--- config.mk ---
export PLATFORM = sky130hd
export DESIGN_NAME = pxg_edge_gen
export DESIGN_NICKNAME = d
export VERILOG_FILES = /design/src/rtl/pxg_pkg.sv /design/src/rtl/pxg_code_decode.sv /design/src/rtl/pxg_pos_counter.sv /design/src/rtl/pxg_edge_clock.sv /design/src/rtl/pxg_strobe.sv /design/src/rtl/pxg_edge_gen.sv
export SDC_FILE = /design/constraint.sdc
export NUM_CORES = 1
export LEC_CHECK = 0
export BUFFER_PORTS_ARGS = -buffer_cell sky130_fd_sc_hd__buf_2
export CAP_MARGIN = 25
export CORE_MARGIN = 10
export CORE_UTILIZATION = 45
export DETAILED_ROUTE_END_ITERATION = 10
export PLACE_DENSITY_LB_ADDON = 0.08
export SKIP_LAST_GASP = 1
export SYNTH_ARGS = -nofsm -noshare
export SYNTH_HDL_FRONTEND = slang
export SYNTH_SLANG_ARGS = --single-unit
--- constraint.sdc ---
create_clock -name clk -period 3.5 [get_ports clk]
set_clock_uncertainty 0.15 [all_clocks]
set_input_delay 0.175 -clock clk [delete_from_list [all_inputs] [get_ports clk]]
set_output_delay 0.175 -clock clk [all_outputs]
set_load 0.02 [all_outputs]
--- src/rtl/pxg_pkg.sv ---
// Package: shared constants and configuration type for the pixel-period
// edge generator. Assumes 6-bit edge codes split into quadrant and offset.
package pxg_pkg;
    localparam int unsigned CODE_W    = 6;
    localparam int unsigned QUAD_W    = 2;
    localparam int unsigned OFF_W     = CODE_W - QUAD_W;
    localparam int unsigned NUM_CODES = 7;

    localparam int unsigned IDX_RG_RISE = 0;
    localparam int unsigned IDX_RG_FALL = 1;
    localparam int unsigned IDX_H_RISE  = 2;
    localparam int unsigned IDX_H_FALL  = 3;
    localparam int unsigned IDX_SHP     = 4;
    localparam int unsigned IDX_SHD     = 5;
    localparam int unsigned IDX_DOUT    = 6;
    localparam int unsigned NUM_STROBES = 3;

    typedef logic [CODE_W-1:0] code_t;

    typedef struct packed {
        logic                        rg_inv;
        logic                        h_inv;
        logic [NUM_CODES-1:0][CODE_W-1:0] codes;
    } cfg_t;
endpackage

--- src/rtl/pxg_code_decode.sv ---
// Module: turns one quadrant/offset edge code into a slot number.
// Assumes the upper QUAD_W bits select the quadrant and the rest the offset;
// offsets of QUAD_SIZE or more are reported as illegal.
module pxg_code_decode
    import pxg_pkg::*;
#(
    parameter int unsigned QUAD_SIZE = 12
) (
    input  logic [CODE_W-1:0] code,
    output logic [CODE_W-1:0] pos,
    output logic              legal
);
    logic [QUAD_W-1:0] quad;
    logic [OFF_W-1:0]  offs;

    // Split the code and form quadrant * size + offset.
    always_comb begin
        quad  = code[CODE_W-1 -: QUAD_W];
        offs  = code[OFF_W-1:0];
        pos   = CODE_W'(quad) * CODE_W'(QUAD_SIZE) + CODE_W'(offs);
        legal = (32'(offs) < QUAD_SIZE);
    end
endmodule

--- src/rtl/pxg_pos_counter.sv ---
// Module: slot counter that runs 0 .. POSITIONS-1 and wraps.
// Assumes one increment per fast clock; synchronous active-low reset to 0.
module pxg_pos_counter
    import pxg_pkg::*;
#(
    parameter int unsigned POSITIONS = 48
) (
    input  logic              clk,
    input  logic              rst_n,
    output logic [CODE_W-1:0] pos,
    output logic              at_first,
    output logic              at_last
);
    localparam logic [CODE_W-1:0] LAST = CODE_W'(POSITIONS - 1);

    logic [CODE_W-1:0] pos_q;

    // Advance the slot each cycle, wrapping after the last one.
    always_ff @(posedge clk) begin
        if (!rst_n)             pos_q <= '0;
        else if (pos_q == LAST) pos_q <= '0;
        else                    pos_q <= pos_q + 1'b1;
    end

    assign pos      = pos_q;
    assign at_first = (pos_q == '0);
    assign at_last  = (pos_q == LAST);
endmodule

--- src/rtl/pxg_edge_clock.sv ---
// Module: one programmable clock with rise slot, fall slot and polarity.
// Assumes slot numbers are already decoded; an illegal slot is never matched.
// When both edges land on the current slot, the level is held.
module pxg_edge_clock
    import pxg_pkg::*;
(
    input  logic              clk,
    input  logic              rst_n,
    input  logic [CODE_W-1:0] pos,
    input  logic [CODE_W-1:0] rise_pos,
    input  logic              rise_ok,
    input  logic [CODE_W-1:0] fall_pos,
    input  logic              fall_ok,
    input  logic              invert,
    output logic              clk_out
);
    logic level_q;
    logic level_d;
    logic out_q;
    logic hit_rise;
    logic hit_fall;

    // Work out the next internal level from the edge matches.
    always_comb begin
        hit_rise = rise_ok && (pos == rise_pos);
        hit_fall = fall_ok && (pos == fall_pos);
        if (hit_rise && hit_fall) level_d = level_q;
        else if (hit_rise)        level_d = 1'b1;
        else if (hit_fall)        level_d = 1'b0;
        else                      level_d = level_q;
    end

    // Hold the level and register the polarity-adjusted output.
    always_ff @(posedge clk) begin
        if (!rst_n) begin
            level_q <= 1'b0;
            out_q   <= 1'b0;
        end else begin
            level_q <= level_d;
            out_q   <= level_d ^ invert;
        end
    end

    assign clk_out = out_q;
endmodule

--- src/rtl/pxg_strobe.sv ---
// Module: one-slot strobe, high for the cycle after its slot is reached.
// Assumes a decoded slot; an illegal code yields no strobe.
module pxg_strobe
    import pxg_pkg::*;
(
    input  logic              clk,
    input  logic              rst_n,
    input  logic [CODE_W-1:0] pos,
    input  logic [CODE_W-1:0] loc,
    input  logic              loc_ok,
    output logic              strobe
);
    logic strobe_q;

    // Fire once per period when the counter meets the programmed slot.
    always_ff @(posedge clk) begin
        if (!rst_n) strobe_q <= 1'b0;
        else        strobe_q <= loc_ok && (pos == loc);
    end

    assign strobe = strobe_q;
endmodule

--- src/rtl/pxg_edge_gen.sv ---
// Module: top of the pixel-period edge generator. It samples the configuration
// in the last slot of each period, decodes all codes, and drives the
// reset gate, the horizontal clocks, the strobes and the error flags.
// Assumes clk runs at POSITIONS times the pixel rate; synchronous active-low reset.
module pxg_edge_gen
    import pxg_pkg::*;
#(
    parameter int unsigned POSITIONS  = 48,
    parameter int unsigned QUAD_SIZE  = 12,
    parameter int unsigned H_CHANNELS = 2
) (
    input  logic              clk,
    input  logic              rst_n,
    input  logic [CODE_W-1:0] rg_rise_code,
    input  logic [CODE_W-1:0] rg_fall_code,
    input  logic              rg_invert,
    input  logic [CODE_W-1:0] h_rise_code,
    input  logic [CODE_W-1:0] h_fall_code,
    input  logic              h_invert,
    input  logic [CODE_W-1:0] shp_code,
    input  logic [CODE_W-1:0] shd_code,
    input  logic [CODE_W-1:0] dout_code,
    output logic              pixel_start,
    output logic              rg,
    output logic              h1,
    output logic              h2,
    output logic              h3,
    output logic              h4,
    output logic              shp_strobe,
    output logic              shd_strobe,
    output logic              dout_strobe,
    output logic [NUM_CODES-1:0] code_err
);
    cfg_t                              cfg_in;
    cfg_t                              cfg_q;
    logic [CODE_W-1:0]                 pos;
    logic                              at_first;
    logic                              at_last;
    logic [NUM_CODES-1:0][CODE_W-1:0]  dec_pos;
    logic [NUM_CODES-1:0]              dec_ok;
    logic [NUM_CODES-1:0]              err_q;
    logic                              start_q;
    logic [H_CHANNELS-1:0]             h_q;
    logic [NUM_STROBES-1:0]            strb;

    // Gather the configuration inputs into one record.
    always_comb begin
        cfg_in.rg_inv              = rg_invert;
        cfg_in.h_inv               = h_invert;
        cfg_in.codes[IDX_RG_RISE]  = rg_rise_code;
        cfg_in.codes[IDX_RG_FALL]  = rg_fall_code;
        cfg_in.codes[IDX_H_RISE]   = h_rise_code;
        cfg_in.codes[IDX_H_FALL]   = h_fall_code;
        cfg_in.codes[IDX_SHP]      = shp_code;
        cfg_in.codes[IDX_SHD]      = shd_code;
        cfg_in.codes[IDX_DOUT]     = dout_code;
    end

    pxg_pos_counter #(.POSITIONS(POSITIONS)) u_cnt (
        .clk      (clk),
        .rst_n    (rst_n),
        .pos      (pos),
        .at_first (at_first),
        .at_last  (at_last)
    );

    // Shadow the configuration once per period, in its last slot.
    always_ff @(posedge clk) begin
        if (!rst_n)       cfg_q <= '0;
        else if (at_last) cfg_q <= cfg_in;
    end

    for (genvar i = 0; i < NUM_CODES; i++) begin : g_dec
        pxg_code_decode #(.QUAD_SIZE(QUAD_SIZE)) u_dec (
            .code  (cfg_q.codes[i]),
            .pos   (dec_pos[i]),
            .legal (dec_ok[i])
        );
    end

    // Register the period marker and the illegal-code flags.
    always_ff @(posedge clk) begin
        if (!rst_n) begin
            start_q <= 1'b0;
            err_q   <= '0;
        end else begin
            start_q <= at_first;
            err_q   <= ~dec_ok;
        end
    end

    pxg_edge_clock u_rg (
        .clk      (clk),
        .rst_n    (rst_n),
        .pos      (pos),
        .rise_pos (dec_pos[IDX_RG_RISE]),
        .rise_ok  (dec_ok[IDX_RG_RISE]),
        .fall_pos (dec_pos[IDX_RG_FALL]),
        .fall_ok  (dec_ok[IDX_RG_FALL]),
        .invert   (cfg_q.rg_inv),
        .clk_out  (rg)
    );

    for (genvar j = 0; j < H_CHANNELS; j++) begin : g_h
        pxg_edge_clock u_h (
            .clk      (clk),
            .rst_n    (rst_n),
            .pos      (pos),
            .rise_pos (dec_pos[IDX_H_RISE]),
            .rise_ok  (dec_ok[IDX_H_RISE]),
            .fall_pos (dec_pos[IDX_H_FALL]),
            .fall_ok  (dec_ok[IDX_H_FALL]),
            .invert   (cfg_q.h_inv),
            .clk_out  (h_q[j])
        );
    end

    for (genvar k = 0; k < NUM_STROBES; k++) begin : g_strb
        pxg_strobe u_strb (
            .clk    (clk),
            .rst_n  (rst_n),
            .pos    (pos),
            .loc    (dec_pos[IDX_SHP + k]),
            .loc_ok (dec_ok[IDX_SHP + k]),
            .strobe (strb[k])
        );
    end

    assign pixel_start = start_q;
    assign h1          = h_q[0];
    assign h2          = ~h_q[0];
    assign h3          = h_q[H_CHANNELS-1];
    assign h4          = ~h_q[H_CHANNELS-1];
    assign shp_strobe  = strb[0];
    assign shd_strobe  = strb[1];
    assign dout_strobe = strb[2];
    assign code_err    = err_q;
endmodule

After elaboration in Yosys (flattened, before gate mapping)
Index checks and enable logic that the tools add are counted.
- bits in registers: 67
- input port bits: 46
- output and inout port bits: 16
- add/sub/neg operators: 8
- multiply operators: 7
- magnitude comparators: 7
- eq/ne operators: 8
- muxes and demuxes: 9
- bitwise gates (word level): 7
- reduce and logical (&&, ||, !) cells: 11
- operators by type and width (kind ; count):
    adder 6 x 4 -> 6 bit ; 7
    == test 6 bit ; 7
    < comparator 4 bit (second input constant) ; 7
    multiplier 2 x 2 -> 4 bit (second input constant) ; 7
    logical AND 1 bit ; 9
    two-way mux 1 bit ; 9
    NOT 7 bit ; 1
    adder 6 x 1 -> 6 bit (second input constant) ; 1
    == test 6 bit (second input constant) ; 1
    zero test 6 bit ; 1
    NOT 1 bit ; 3
    XOR 1 bit ; 3
    OR reduction 2 bit ; 1

Depth between registers and ports, before layout
Gate-level depths: netlist of the first run.
- depth after elaboration: 8
- depth in mapped cells: 10
- gate-level depth less buffers: 10

Cells and area by module
From an unflattened synthesis of the first run, not the netlist that was laid out.
- cell total of the unflattened synthesis: 443
- area total of the unflattened synthesis: 4317.9 um2
- by module, submodules not included (module ; times used ; cells an instance ; area an instance (um2)):
    pxg_edge_gen ; 1 ; 160 ; 1924.3
    pxg_code_decode ; 7 ; 19 ; 148.9
    pxg_edge_clock ; 3 ; 30 ; 264.0
    pxg_strobe ; 3 ; 10 ; 95.1
    pxg_pos_counter ; 1 ; 30 ; 274.0

Least setup slack after synthesis of the first run
Ideal clock, no wire load.
- path kind: register to register
- start: reg cfg_q[22] (netlist bit)
- end: reg g_h[0].u_h.out_q
- library setup time: 62 ps
- arrival time: 2230 ps
- data required time: 3288 ps
- setup slack: 1059 ps
- cell stages (with the launch flop): 11
- buffers on the path: 0
- period minus slack after synthesis: 2441 ps
- cell sequence: dfxtp_1 inv_1 ha_1 inv_1 fa_1 xnor2_1 nand3_1 nor4_4 nand2_2 or3_1 nand3_1
- cells in the longest elaborated chain, start to end: 8
- elaborated cells on any way between the ends: 9
- those cells by class: add/sub: 1; mul: 1; eq/ne: 1; mux: 3; bitwise: 1; reduce/logical: 2
- RTL lines (element ; line ; RTL):
    start, declared ; pxg_edge_gen.sv:35 ; cfg_t cfg_q;
    start signal, assigned ; pxg_edge_gen.sv:70 ; else if (at_last) cfg_q <= cfg_in;
    multiplier 2 x 2 -> 4 bit (*) ; pxg_code_decode.sv:20 ; pos = CODE_W'(quad) * CODE_W'(QUAD_SIZE) + CODE_W'(offs);
    adder 6 x 4 -> 6 bit (*) ; pxg_code_decode.sv:20 ;
    == test 6 bit (*) ; pxg_edge_clock.sv:26 ; hit_fall = fall_ok && (pos == fall_pos);
    logical AND 1 bit (*) ; pxg_edge_clock.sv:26 ;
    two-way mux 1 bit ; pxg_edge_clock.sv:29 ; else if (hit_fall) level_d = 1'b0;
    two-way mux 1 bit ; pxg_edge_clock.sv:28 ; else if (hit_rise) level_d = 1'b1;
    two-way mux 1 bit (*) ; pxg_edge_clock.sv:27 ; if (hit_rise && hit_fall) level_d = level_q;
    XOR 1 bit (*) ; pxg_edge_clock.sv:40 ; out_q <= level_d ^ invert;
    end signal, assigned ; pxg_edge_clock.sv:40 ;
    end, declared ; pxg_edge_clock.sv:19 ; logic out_q;
Mark *: on every way between the ends. The rest lies on a longest branch, timed or not.
A chain may end at the register's enable or synchronous reset.

Final worst setup path of the first run
- start: reg cfg_q[16] (netlist bit)
- end: reg g_h[1].u_h.out_q
- cells in the longest elaborated chain, start to end: 7
- elaborated cells on any way between the ends: 8
- those cells by class: add/sub: 1; mul: 1; eq/ne: 1; mux: 2; bitwise: 1; reduce/logical: 2
- RTL lines (element ; line ; RTL):
    multiplier 2 x 2 -> 4 bit (*) ; pxg_code_decode.sv:20 ;
    adder 6 x 4 -> 6 bit (*) ; pxg_code_decode.sv:20 ;
    == test 6 bit (*) ; pxg_edge_clock.sv:25 ; hit_rise = rise_ok && (pos == rise_pos);
    logical AND 1 bit (*) ; pxg_edge_clock.sv:25 ;
    two-way mux 1 bit or logical AND 1 bit (tied branches) ; pxg_edge_clock.sv:28, pxg_edge_clock.sv:27 ;
    two-way mux 1 bit (*) ; pxg_edge_clock.sv:27 ;
    XOR 1 bit (*) ; pxg_edge_clock.sv:40 ;
    end signal, assigned ; pxg_edge_clock.sv:40 ;
    end, declared ; pxg_edge_clock.sv:19 ;
Marked as above.

==> impl_metrics.py, run 1 <==
metrics = {
    "clock_network": {
        "post_cts_resized": 0,
        "post_cts_buffers": 0,
        "cts_buffers": 9,
        "htree_num_levels": 3,
        "cts.clk_slew.worst_paths_ns": 0.07,
        "cts_root_buffer": "clkbuf_8",
        "clk_latency_ns": 0.34,
        "cts_buffer_depth": 2,
        "cts_tree": "done",
        "clock-sinks": 67,
    },
    "yosys": {
        "synth-seq-area-share_pct": 34.9,
        "synth_edf_count": 0,
        "synthArstFlopShare_pct": 0,
        "synth.distinct_cells": 37,
        "synthFlopType": "dfxtp_1",
        "synth_area_um2": 3840,
        "synth_nets": 532,
        "synth.avg_cell_area_um2": 8.56,
        "synth-seq-cells": 67,
        "syn-instance-count": 449,
        "yosys_warnings": 0,
    },
    "global_routing": {
        "grt.total_usage_pct": 14.3,
        "grt_max_degree": 47,
        "grt_pass1_wl_um": 15300,
        "grt_pass1_vias": 3237,
        "grt-ovfl-total": 0,
        "grt_antenna_before_repair": 0,
    },
    "floorplan": {
        "start_util_pct": 46.5,
        "core-area_um2": 8260,
        "num_rows": 33,
        "boundaryPins": 62,
        "die_w_um": 112,
        "die-area_um2": 12600,
        "die_h_um": 112,
    },
    "setup_path": {
        "slowest_delay_ns": 0.44,
        "crit_slowest_cell": "fa_1",
        "critPathArrivalTime_ns": 2.78,
        "path_class": "reg2reg",
        "ff2ff_path_depth": 10,
        "crit_chain": "inv_1, ha_1, inv_1, fa_1, xnor2_1, nand3_1, a211oi_1, a21oi_1, nor4_1, nand3_1",
        "crit_path_end_kind": "register",
        "r2r_start": "cfg_q[16]$_SDFFE_PN0P_",
        "cp-start-kind": "register",
        "reg2reg_slack_ns": 0.79,
        "r2r-end": "g_h[1].u_h.clk_out$_SDFF_PN0_",
        "crit_buf_inv": 2,
        "path_delay_family": "adder cells",
        "crit_required_ns": 3.57,
        "path_max_fanout": 4,
    },
    "min_path": {
        "hold_path_depth": 3,
        "worstHoldEndpoint": "g_strb[2].u_strb.strobe$_SDFF_PN0_",
        "hp-class": "in2reg",
        "hp-start": "rst_n",
    },
    "drt": {
        "drt-initial-drc-count": 90,
        "finalWirelength_um": 8930,
        "vias": 3202,
        "via_per_inst": 4.86,
        "drc_errors": 0,
        "dr.pass1.iters": 6,
        "wl_per_cell_um": 13.6,
        "ant_nets": 0,
    },
    "final_layout": {
        "final_util_pct": 59.2,
        "final_common_cell": "nand2_1",
        "nets": 634,
        "insertedDiodeCount": 0,
        "syn_to_final_growth_pct": 27.2,
        "drive_above_1_share_pct": 16.2,
        "final_cell_mix": "nand2_1 (105), dfxtp_1 (67), buf_2 (61)",
        "fin_area_um2": 4890,
    },
    "placement": {
        "gp_congestion": 0.803,
        "numPortBuffers": 61,
        "dp_slack_ns": 0.829,
        "dp_hpwl_um": 6060,
        "post_dp_cell_area_um2": 4250,
    },
    "power_and_ir_drop": {
        "cellPowerDensity_nw_per_um2": 335,
        "peakVddDrop_v": 0.000185,
        "static-leakage-power_nw": 2.28,
    },
    "sta": {
        "setup_viol": 0,
        "rsz0062_at_grt": "no",
        "fmax_mhz": 369,
        "tightest_slew_ns": 0.762,
        "hold_violations": 0,
        "maxSlewViolCount": 0,
        "fin_setup_tns_ns": 0,
        "min_period_ns": 2.71,
        "fin_crit_sh_pct": 77.5,
        "slew_headroom_pct": 49.2,
        "fin_ws_ns": 0.787,
    },
    "job": {
        "drv_cap": 0,
    },
    "run_status": {
        "status": "finished clean",
    },
}
==> metrics by stage <==
| stage | instances | hold slack (ns) | power [mW] |
|---|---|---|---|
| after floorplan | 449 | 0.170 | 0.922 |
| final | 659 | 0.172 | 1.64 |
| after global placement | 600 | 0.274 | 0.986 |
| after CTS | 658 | 0.161 | 1.66 |
| after detailed placement | 600 | 0.286 | 0.988 |
| after global routing | 659 | 0.197 | 1.72 |
==> what timing repair did <==
action,CTS,global route
endpoints found under the hold margin,44,0
hold buffers,44,0
endpoints found under the setup margin,0,0
==> cell type report <==
| class | instances | area (µm²) |
|---|---|---|
| Tap cell | 105 | 131 |
| Fill cell | 737 | 3370 |
| Clock inverter | 2 | 37.5 |
| Sequential cell | 67 | 1340 |
| Clock buffer | 12 | 145 |
| Multi-Input combinational cell | 341 | 2340 |
| Timing Repair Buffer | 114 | 826 |
| Inverter | 18 | 67.6 |
==> where the power goes <==
part	switching (mW)	leakage, nW	internal, mW
Sequential	0.00913	0.542	0.781
Clock	0.287	0.0885	0.342
Combinational	0.108	1.65	0.109
==> worst max-delay path by stage <==
stage | from | to | slack [ns] | cells after the start
6_report | cfg_q[16]$_SDFFE_PN0P_ | g_h[1].u_h.clk_out$_SDFF_PN0_ | 0.79 | 10
5_1_grt | cfg_q[16]$_SDFFE_PN0P_ | g_h[1].u_h.clk_out$_SDFF_PN0_ | 0.63 | 10
4_1_cts | cfg_q[16]$_SDFFE_PN0P_ | g_h[0].u_h.clk_out$_SDFF_PN0_ | 0.79 | 10
3_5_place_dp | cfg_q[16]$_SDFFE_PN0P_ | g_h[0].u_h.clk_out$_SDFF_PN0_ | 0.83 | 10
3_3_place_gp | cfg_q[22]$_SDFFE_PN0P_ | g_h[1].u_h.clk_out$_SDFF_PN0_ | 0.96 | 10
2_1_floorplan | cfg_q[22]$_SDFFE_PN0P_ | g_h[0].u_h.clk_out$_SDFF_PN0_ | 1.06 | 10
==> cell usage after synthesis (2+ instances only) <==
| cell type | n | share of area [%] |
|---|---|---|
| nand2_1 | 105 | 10 |
| a21oi_1 | 13 | 1.7 |
| or2_2 | 2 | 0.33 |
| and2_1 | 2 | 0.33 |
| buf_2 | 5 | 0.65 |
| fa_1 | 7 | 3.6 |
| nor4_1 | 2 | 0.33 |
| ha_1 | 30 | 9.8 |
| a21o_1 | 5 | 0.98 |
| nor2_1 | 12 | 1.2 |
| nor3_1 | 10 | 1.3 |
| and3_1 | 9 | 1.5 |
| inv_1 | 18 | 1.8 |
| xnor2_1 | 31 | 7.1 |
| dfxtp_1 | 67 | 35 |
| nand3_1 | 12 | 1.6 |
| xor2_1 | 26 | 5.9 |
| nor2b_1 | 6 | 0.98 |
| o21ai_0 | 3 | 0.39 |
| a211oi_1 | 2 | 0.39 |
| clkbuf_1 | 17 | 1.7 |
| nand4_1 | 4 | 0.65 |
| a21boi_0 | 47 | 9.2 |
==> layer usage <==
metal	wire (µm)	vias to the layer above	GRT usage, %
met2	4270	56	24.8
met5	0	-	0
met4	80	0	3.81
met1	4210	1456	17.1
li1	-	1682	-
met3	379	8	3.94
==> flip-flops by register name, summed over array words and instances (netlist names) <==
name,count
code_err,7
u_cnt.pos,6
g_strb.u_strb.strobe,3
g_h.u_h.clk_out,2
u_rg.level_q,1
pixel_start,1
u_rg.clk_out,1
cfg_q,44
g_h.u_h.level_q,2
==> logic make-up (layout without fill, tap and decap cells) <==
family          after synthesis  count (layout)  synth area share, %
simple gates                172             172                 20.7
fa+ha+maj                    37              37                 13.4
xor+xnor                     57              57                 13.0
buf+inv                      41             146                 4.36
flops                        67              67                 34.9
compound gates               75              75                 13.7
==> worst reg2reg max path: stages, from the launching register on <==
cell and delay, ns:
dfxtp_1 0.37, inv_1 0.06, ha_1 0.29, inv_1 0.10
fa_1 0.44, xnor2_1 0.19, nand3_1 0.12, a211oi_1 0.33
a21oi_1 0.12, nor4_1 0.32, nand3_1 0.10
(Power assumes the default switching activity.)
==> run 2, diff against run 1 <==
- ABC_AREA: default -> 1
- clock period: 3.5 -> 2.2 ns (I/O delays scaled with it)
==> impl_metrics.py, run 2 <==
metrics = {
    "drt": {
        "drc_errors": 0,
        "ant_nets": 0,
        "drt-initial-drc-count": 125,
        "vias": 3670,
        "wl_per_cell_um": 13.8,
        "via_per_inst": 4.84,
        "dr.pass1.iters": 4,
        "finalWirelength_um": 10400,
    },
    "final_layout": {
        "final_common_cell": "nand2_1",
        "insertedDiodeCount": 0,
        "layout.area.seq_um2": 1350,
        "final_cell_mix": "nand2_1 (92), nor2_1 (90), dfxtp_1 (61), buf_2 (61), o21ai_0 (48)",
        "drive_above_1_share_pct": 25.0,
        "syn_to_final_growth_pct": 32.6,
        "nets": 731,
        "fillers": 761,
        "regMostFlops": "cfg_q",
        "multi_input_area_um2": 2240,
        "largest_reg_flops": 44,
    },
    "yosys": {
        "synth_nets": 604,
        "synth-seq-cells": 67,
        "syn-instance-count": 521,
        "yosysTopAreaCell": "dfxtp_1",
        "synth_edf_count": 0,
        "synth_area_um2": 3880,
        "yosysMostFrequentCell": "nand2_1",
        "synth.distinct_cells": 34,
        "yosys.area.top_type_share_pct": 34.6,
        "synthFlopType": "dfxtp_1",
        "synthArstFlopShare_pct": 0,
        "ys_top_cells_by_count": "nand2_1 (95), nor2_1 (90), dfxtp_1 (67)",
        "yosys_warnings": 0,
        "synth-seq-area-share_pct": 34.6,
        "netlist_top_cells_area": "dfxtp_1 (35%), ha_1 (9.7%), nand2_1 (9.2%)",
        "synth.avg_cell_area_um2": 7.44,
    },
    "global_routing": {
        "grt-ovfl-total": 0,
        "grt_pass1_wl_um": 17300,
        "grt_antenna_before_repair": 0,
        "grt_max_degree": 36,
        "grt_pass1_vias": 3699,
        "grt.total_usage_pct": 16.3,
    },
    "setup_path": {
        "crit_path_end_kind": "register",
        "reg2reg_slack_ns": -0.08,
        "r2r-end": "u_rg.clk_out$_SDFF_PN0_",
        "path_delay_family": "adder cells",
        "crit_chain": "buf_4, ha_1, fa_1, buf_4, nand2_4, nand2_2, nor2_2, nand2_1, nor2_2, nand3_1, nand2_1, nand2_2, a21oi_2, nor2_1",
        "critical_path_depth": 14,
        "critPathArrivalTime_ns": 2.38,
        "ff2ff_path_depth": 14,
        "crit_required_ns": 2.30,
        "crit_slowest_cell": "fa_1",
        "path_class": "reg2reg",
        "crit_buf_inv": 2,
        "cp-start-kind": "register",
        "crit_start": "cfg_q[10]$_SDFFE_PN0P_",
        "slowest_delay_ns": 0.49,
        "endpoint": "u_rg.clk_out$_SDFF_PN0_",
        "path_max_fanout": 3,
        "r2r_start": "cfg_q[10]$_SDFFE_PN0P_",
    },
    "power_and_ir_drop": {
        "total_power_mw": 2.58,
        "cellPowerDensity_nw_per_um2": 502,
        "peakVddDrop_v": 0.000261,
        "static-leakage-power_nw": 2.57,
    },
    "clock_network": {
        "cts_buffer_depth": 2,
        "cts_root_buffer": "clkbuf_8",
        "cts_tree": "done",
        "clock-sinks": 67,
        "cts.clk_slew.worst_paths_ns": 0.08,
        "clk_latency_ns": 0.35,
        "cts_buffers": 9,
        "htree_num_levels": 3,
    },
    "sta": {
        "fin_crit_sh_pct": 104,
        "min_period_ns": 2.28,
        "maxSlewViolCount": 0,
        "tightest_slew_ns": 0.612,
        "hold_violations": 0,
        "fmax_mhz": 438,
        "fin_ws_ns": -0.0841,
        "setup_viol": 4,
        "rsz0062_at_grt": "yes",
        "slew_headroom_pct": 59.2,
        "worst_hold_slack_ns": 0.151,
    },
    "floorplan": {
        "boundaryPins": 62,
        "die-area_um2": 12700,
        "start_util_pct": 46.7,
        "die_w_um": 113,
        "die_h_um": 113,
        "num_rows": 33,
        "core-area_um2": 8300,
    },
    "placement": {
        "dp_hpwl_um": 7200,
        "gp_congestion": 0.797,
        "dp_slack_ns": -0.143,
        "numPortBuffers": 61,
    },
    "run_status": {
        "status": "complete, but fails checks",
        "failed_checks": "setup timing",
    },
    "min_path": {
        "hp-class": "in2reg",
    },
    "job": {
        "drv_cap": 0,
    },
}
==> run 2: where the power goes <==
group,switching (mW),internal (mW)
combinational,0.187,0.172
clock,0.500,0.468
sequential,0.0127,1.24
total,0.700,1.88
==> run 2: layer usage <==
metal	up-vias	track usage (%)	part of all wire [%]
li1	1900	-	-
met1	1684	19.4	45
met2	72	28.8	50
met3	14	3.33	3.9
met4	0	4.99	1.4
met5	-	0	0
==> run 2: through the flow <==
stage / cells / TNS (ns) / instance area [µm²] / util (%)
5_1_grt: 758 / -0.949 / 5140 / 61.9
6_report: 758 / -0.242 / 5140 / 61.9
3_3_place_gp: 691 / -0.0940 / 4380 / 52.7
3_5_place_dp: 691 / -0.339 / 4380 / 52.7
4_1_cts: 756 / -0.292 / 5090 / 61.4
2_1_floorplan: 521 / 0 / 3880 / -
==> run 2: repair_timing <==
item	CTS	global route
resized for setup	15	14
endpoints found under the hold margin	44	0
setup buffers	5	2
pin swaps	12	25
endpoints found under the setup margin	8	9
hold buffers	44	0
==> run 2: worst min-delay path, cell delays in order <==
cell and delay, ns:
buf_2 0.30, nand2_1 0.15, nor2_1 0.03
==> run 2: area by class of cell <==
cell class / count / share of cell area (%)
Timing Repair Buffer: 139 / 19.7
Inverter: 56 / 4.43
Sequential cell: 67 / 26.2
Clock inverter: 4 / 0.487
Clock buffer: 12 / 3.02
Tap cell: 105 / 2.56
Multi-Input combinational cell: 375 / 43.5
==> run 2: kinds of logic after synthesis <==
| group | Yosys count | share of synthesized area [%] |
|---|---|---|
| simple gates | 238 | 26.6 |
| fa+ha+maj | 37 | 13.3 |
| buf+inv | 79 | 9.81 |
| flops | 67 | 34.6 |
| xor+xnor | 27 | 6.10 |
| compound gates | 73 | 9.55 |
==> run 2: worst min path at each step <==
stage,from,endpoint,depth (start not counted)
6_report,rst_n,g_h[1].u_h.clk_out$_SDFF_PN0_,3
5_1_grt,rst_n,g_h[1].u_h.clk_out$_SDFF_PN0_,3
4_1_cts,rst_n,g_h[1].u_h.clk_out$_SDFF_PN0_,3
3_5_place_dp,h_rise_code[3],cfg_q[15]$_SDFFE_PN0P_,3
3_3_place_gp,h_fall_code[2],cfg_q[20]$_SDFFE_PN0P_,3
2_1_floorplan,h_rise_code[2],cfg_q[14]$_SDFFE_PN0P_,2
==> run 3, diff against run 2 <==
- CORE_MARGIN: 10 -> default
- SKIP_LAST_GASP: 1 -> default
==> impl_metrics.py, run 3 (synthesis gave the netlist of run 2 again) <==
metrics = {
    "setup_path": {
        "cp-start-kind": "register",
        "critPathArrivalTime_ns": 2.37,
        "path_max_fanout": 3,
        "reg2reg_slack_ns": -0.08,
        "crit_path_end_kind": "register",
        "crit_required_ns": 2.28,
        "ff2ff_path_depth": 13,
        "crit_start": "cfg_q[10]$_SDFFE_PN0P_",
        "r2r-end": "u_rg.clk_out$_SDFF_PN0_",
        "path_class": "reg2reg",
        "endpoint": "u_rg.clk_out$_SDFF_PN0_",
        "r2r_start": "cfg_q[10]$_SDFFE_PN0P_",
    },
    "clock_network": {
        "cts_buffers": 9,
        "cts_root_buffer": "clkbuf_8",
        "cts.clk_slew.worst_paths_ns": 0.07,
        "cts_buffer_depth": 2,
        "clock-sinks": 67,
        "cts_tree": "done",
        "clk_latency_ns": 0.34,
        "htree_num_levels": 3,
    },
    "final_layout": {
        "syn_to_final_growth_pct": 31.3,
        "fin_area_um2": 5090,
        "nets": 725,
        "layout.area.seq_um2": 1350,
        "regMostFlops": "cfg_q",
        "drive_above_1_share_pct": 24.0,
        "fillers": 780,
        "stdcell_count": 752,
        "final_cell_mix": "nand2_1 (92), nor2_1 (90), dfxtp_1 (61), buf_2 (61), o21ai_0 (48)",
        "final_util_pct": 61.6,
        "largest_reg_flops": 44,
        "insertedDiodeCount": 0,
        "final_common_cell": "nand2_1",
        "multi_input_area_um2": 2260,
    },
    "power_and_ir_drop": {
        "total_power_mw": 2.46,
        "static-leakage-power_nw": 2.53,
        "peakVddDrop_v": 0.000300,
        "cellPowerDensity_nw_per_um2": 483,
    },
    "sta": {
        "maxSlewViolCount": 0,
        "rsz0062_at_grt": "yes",
        "fin_crit_sh_pct": 104,
        "slew_headroom_pct": 62.0,
        "fmax_mhz": 438,
        "fin_ws_ns": -0.0835,
        "setup_viol": 4,
        "worst_hold_slack_ns": 0.142,
        "hold_violations": 0,
        "tightest_slew_ns": 0.570,
        "min_period_ns": 2.28,
        "fin_setup_tns_ns": -0.179,
    },
    "run_status": {
        "failed_checks": "setup timing",
        "status": "complete, but fails checks",
    },
    "placement": {
        "place_inst": 689,
        "dp_hpwl_um": 6430,
        "numPortBuffers": 61,
        "post_dp_cell_area_um2": 4360,
        "dp_slack_ns": -0.148,
        "gp_congestion": 0.801,
    },
    "drt": {
        "finalWirelength_um": 9530,
        "via_per_inst": 4.80,
        "vias": 3610,
        "wl_per_cell_um": 12.7,
        "drc_errors": 0,
        "dr.pass1.iters": 4,
        "ant_nets": 0,
        "drt-initial-drc-count": 111,
    },
    "job": {
        "drv_cap": 0,
    },
    "floorplan": {
        "core-area_um2": 8260,
        "start_util_pct": 46.9,
        "die_h_um": 94.8,
        "die_w_um": 94.8,
        "boundaryPins": 62,
        "die-area_um2": 8990,
        "num_rows": 33,
    },
    "global_routing": {
        "grt_antenna_before_repair": 0,
        "grt_pass1_wl_um": 15500,
        "grt.total_usage_pct": 22.3,
        "grt_pass1_vias": 3395,
        "grt-ovfl-total": 0,
        "grt_max_degree": 32,
    },
    "min_path": {
        "hp-class": "in2reg",
    },
}
## run 3: cell types whose count changed in the layout (fill, tap and decap cells not counted), moves of 2 or more
cell,change
buf_4,-7
clkbuf_1,+3
clkbuf_8,-2
clkinvlp_4,-2
## run 3: cell type report
class                   instances  share of cell area, %
clock buffers                  13                   2.73
clock inverters                 3                  0.295
inverters                      56                   4.47
multi-input cells             375                   44.3
flip-flops and latches         67                   26.5
well taps                     105                   2.58
repair buffers                133                   19.1
## run 3: timing repair
action / 4_1_cts / 5_1_grt
hold buffers: 44 / 0
gates resized for setup: 10 / 22
endpoints found under the hold margin: 44 / 0
buffers inserted: 3 / 0
cloned: 0 / 0
pin swaps: 9 / 32
setup endpoints to repair: 5 / 9
## run 3: how the worst min path moves through the flow
stage,slack [ns],startpoint,endpoint,cells after the start
floorplan,0.09,h_rise_code[2],cfg_q[14]$_SDFFE_PN0P_,2
global placement,0.18,rg_rise_code[2],cfg_q[2]$_SDFFE_PN0P_,3
detailed placement,0.19,shd_code[0],cfg_q[30]$_SDFFE_PN0P_,3
CTS,0.11,rst_n,g_h[0].u_h.clk_out$_SDFF_PN0_,3
global route,0.15,rst_n,g_h[1].u_h.clk_out$_SDFF_PN0_,3
finish,0.14,rst_n,g_h[0].u_h.clk_out$_SDFF_PN0_,3
## run 3: power by group
part / leakage [nW] / switching (mW) / total [mW] / internal [mW]
registers: 0.545 / 0.0171 / 1.26 / 1.24
clock network: 0.0812 / 0.447 / 0.853 / 0.405
logic: 1.91 / 0.179 / 0.351 / 0.172
total: 2.53 / 0.643 / 2.46 / 1.82
## run 3: per-layer routing
layer,routed length (µm),vias up,global-route usage [%],share of wire [%]
met4,83,0,5.18,0.87
met1,4560,1655,28.9,48
li1,-,1890,-,-
met5,0,-,0,0
met2,4640,57,37.6,49
met3,247,8,4.83,2.6
## run 3: worst max-delay path, stage by stage, from the launching register on
cell	delay, ns
dfxtp_2	0.33
inv_2	0.05
ha_4	0.25
inv_2	0.04
fa_1	0.48
buf_6	0.15
nand2_4	0.05
nand2_2	0.04
nor2_2	0.06
nand2_1	0.06
nor2_2	0.10
nand4_1	0.18
a21oi_2	0.18
nor2_1	0.05
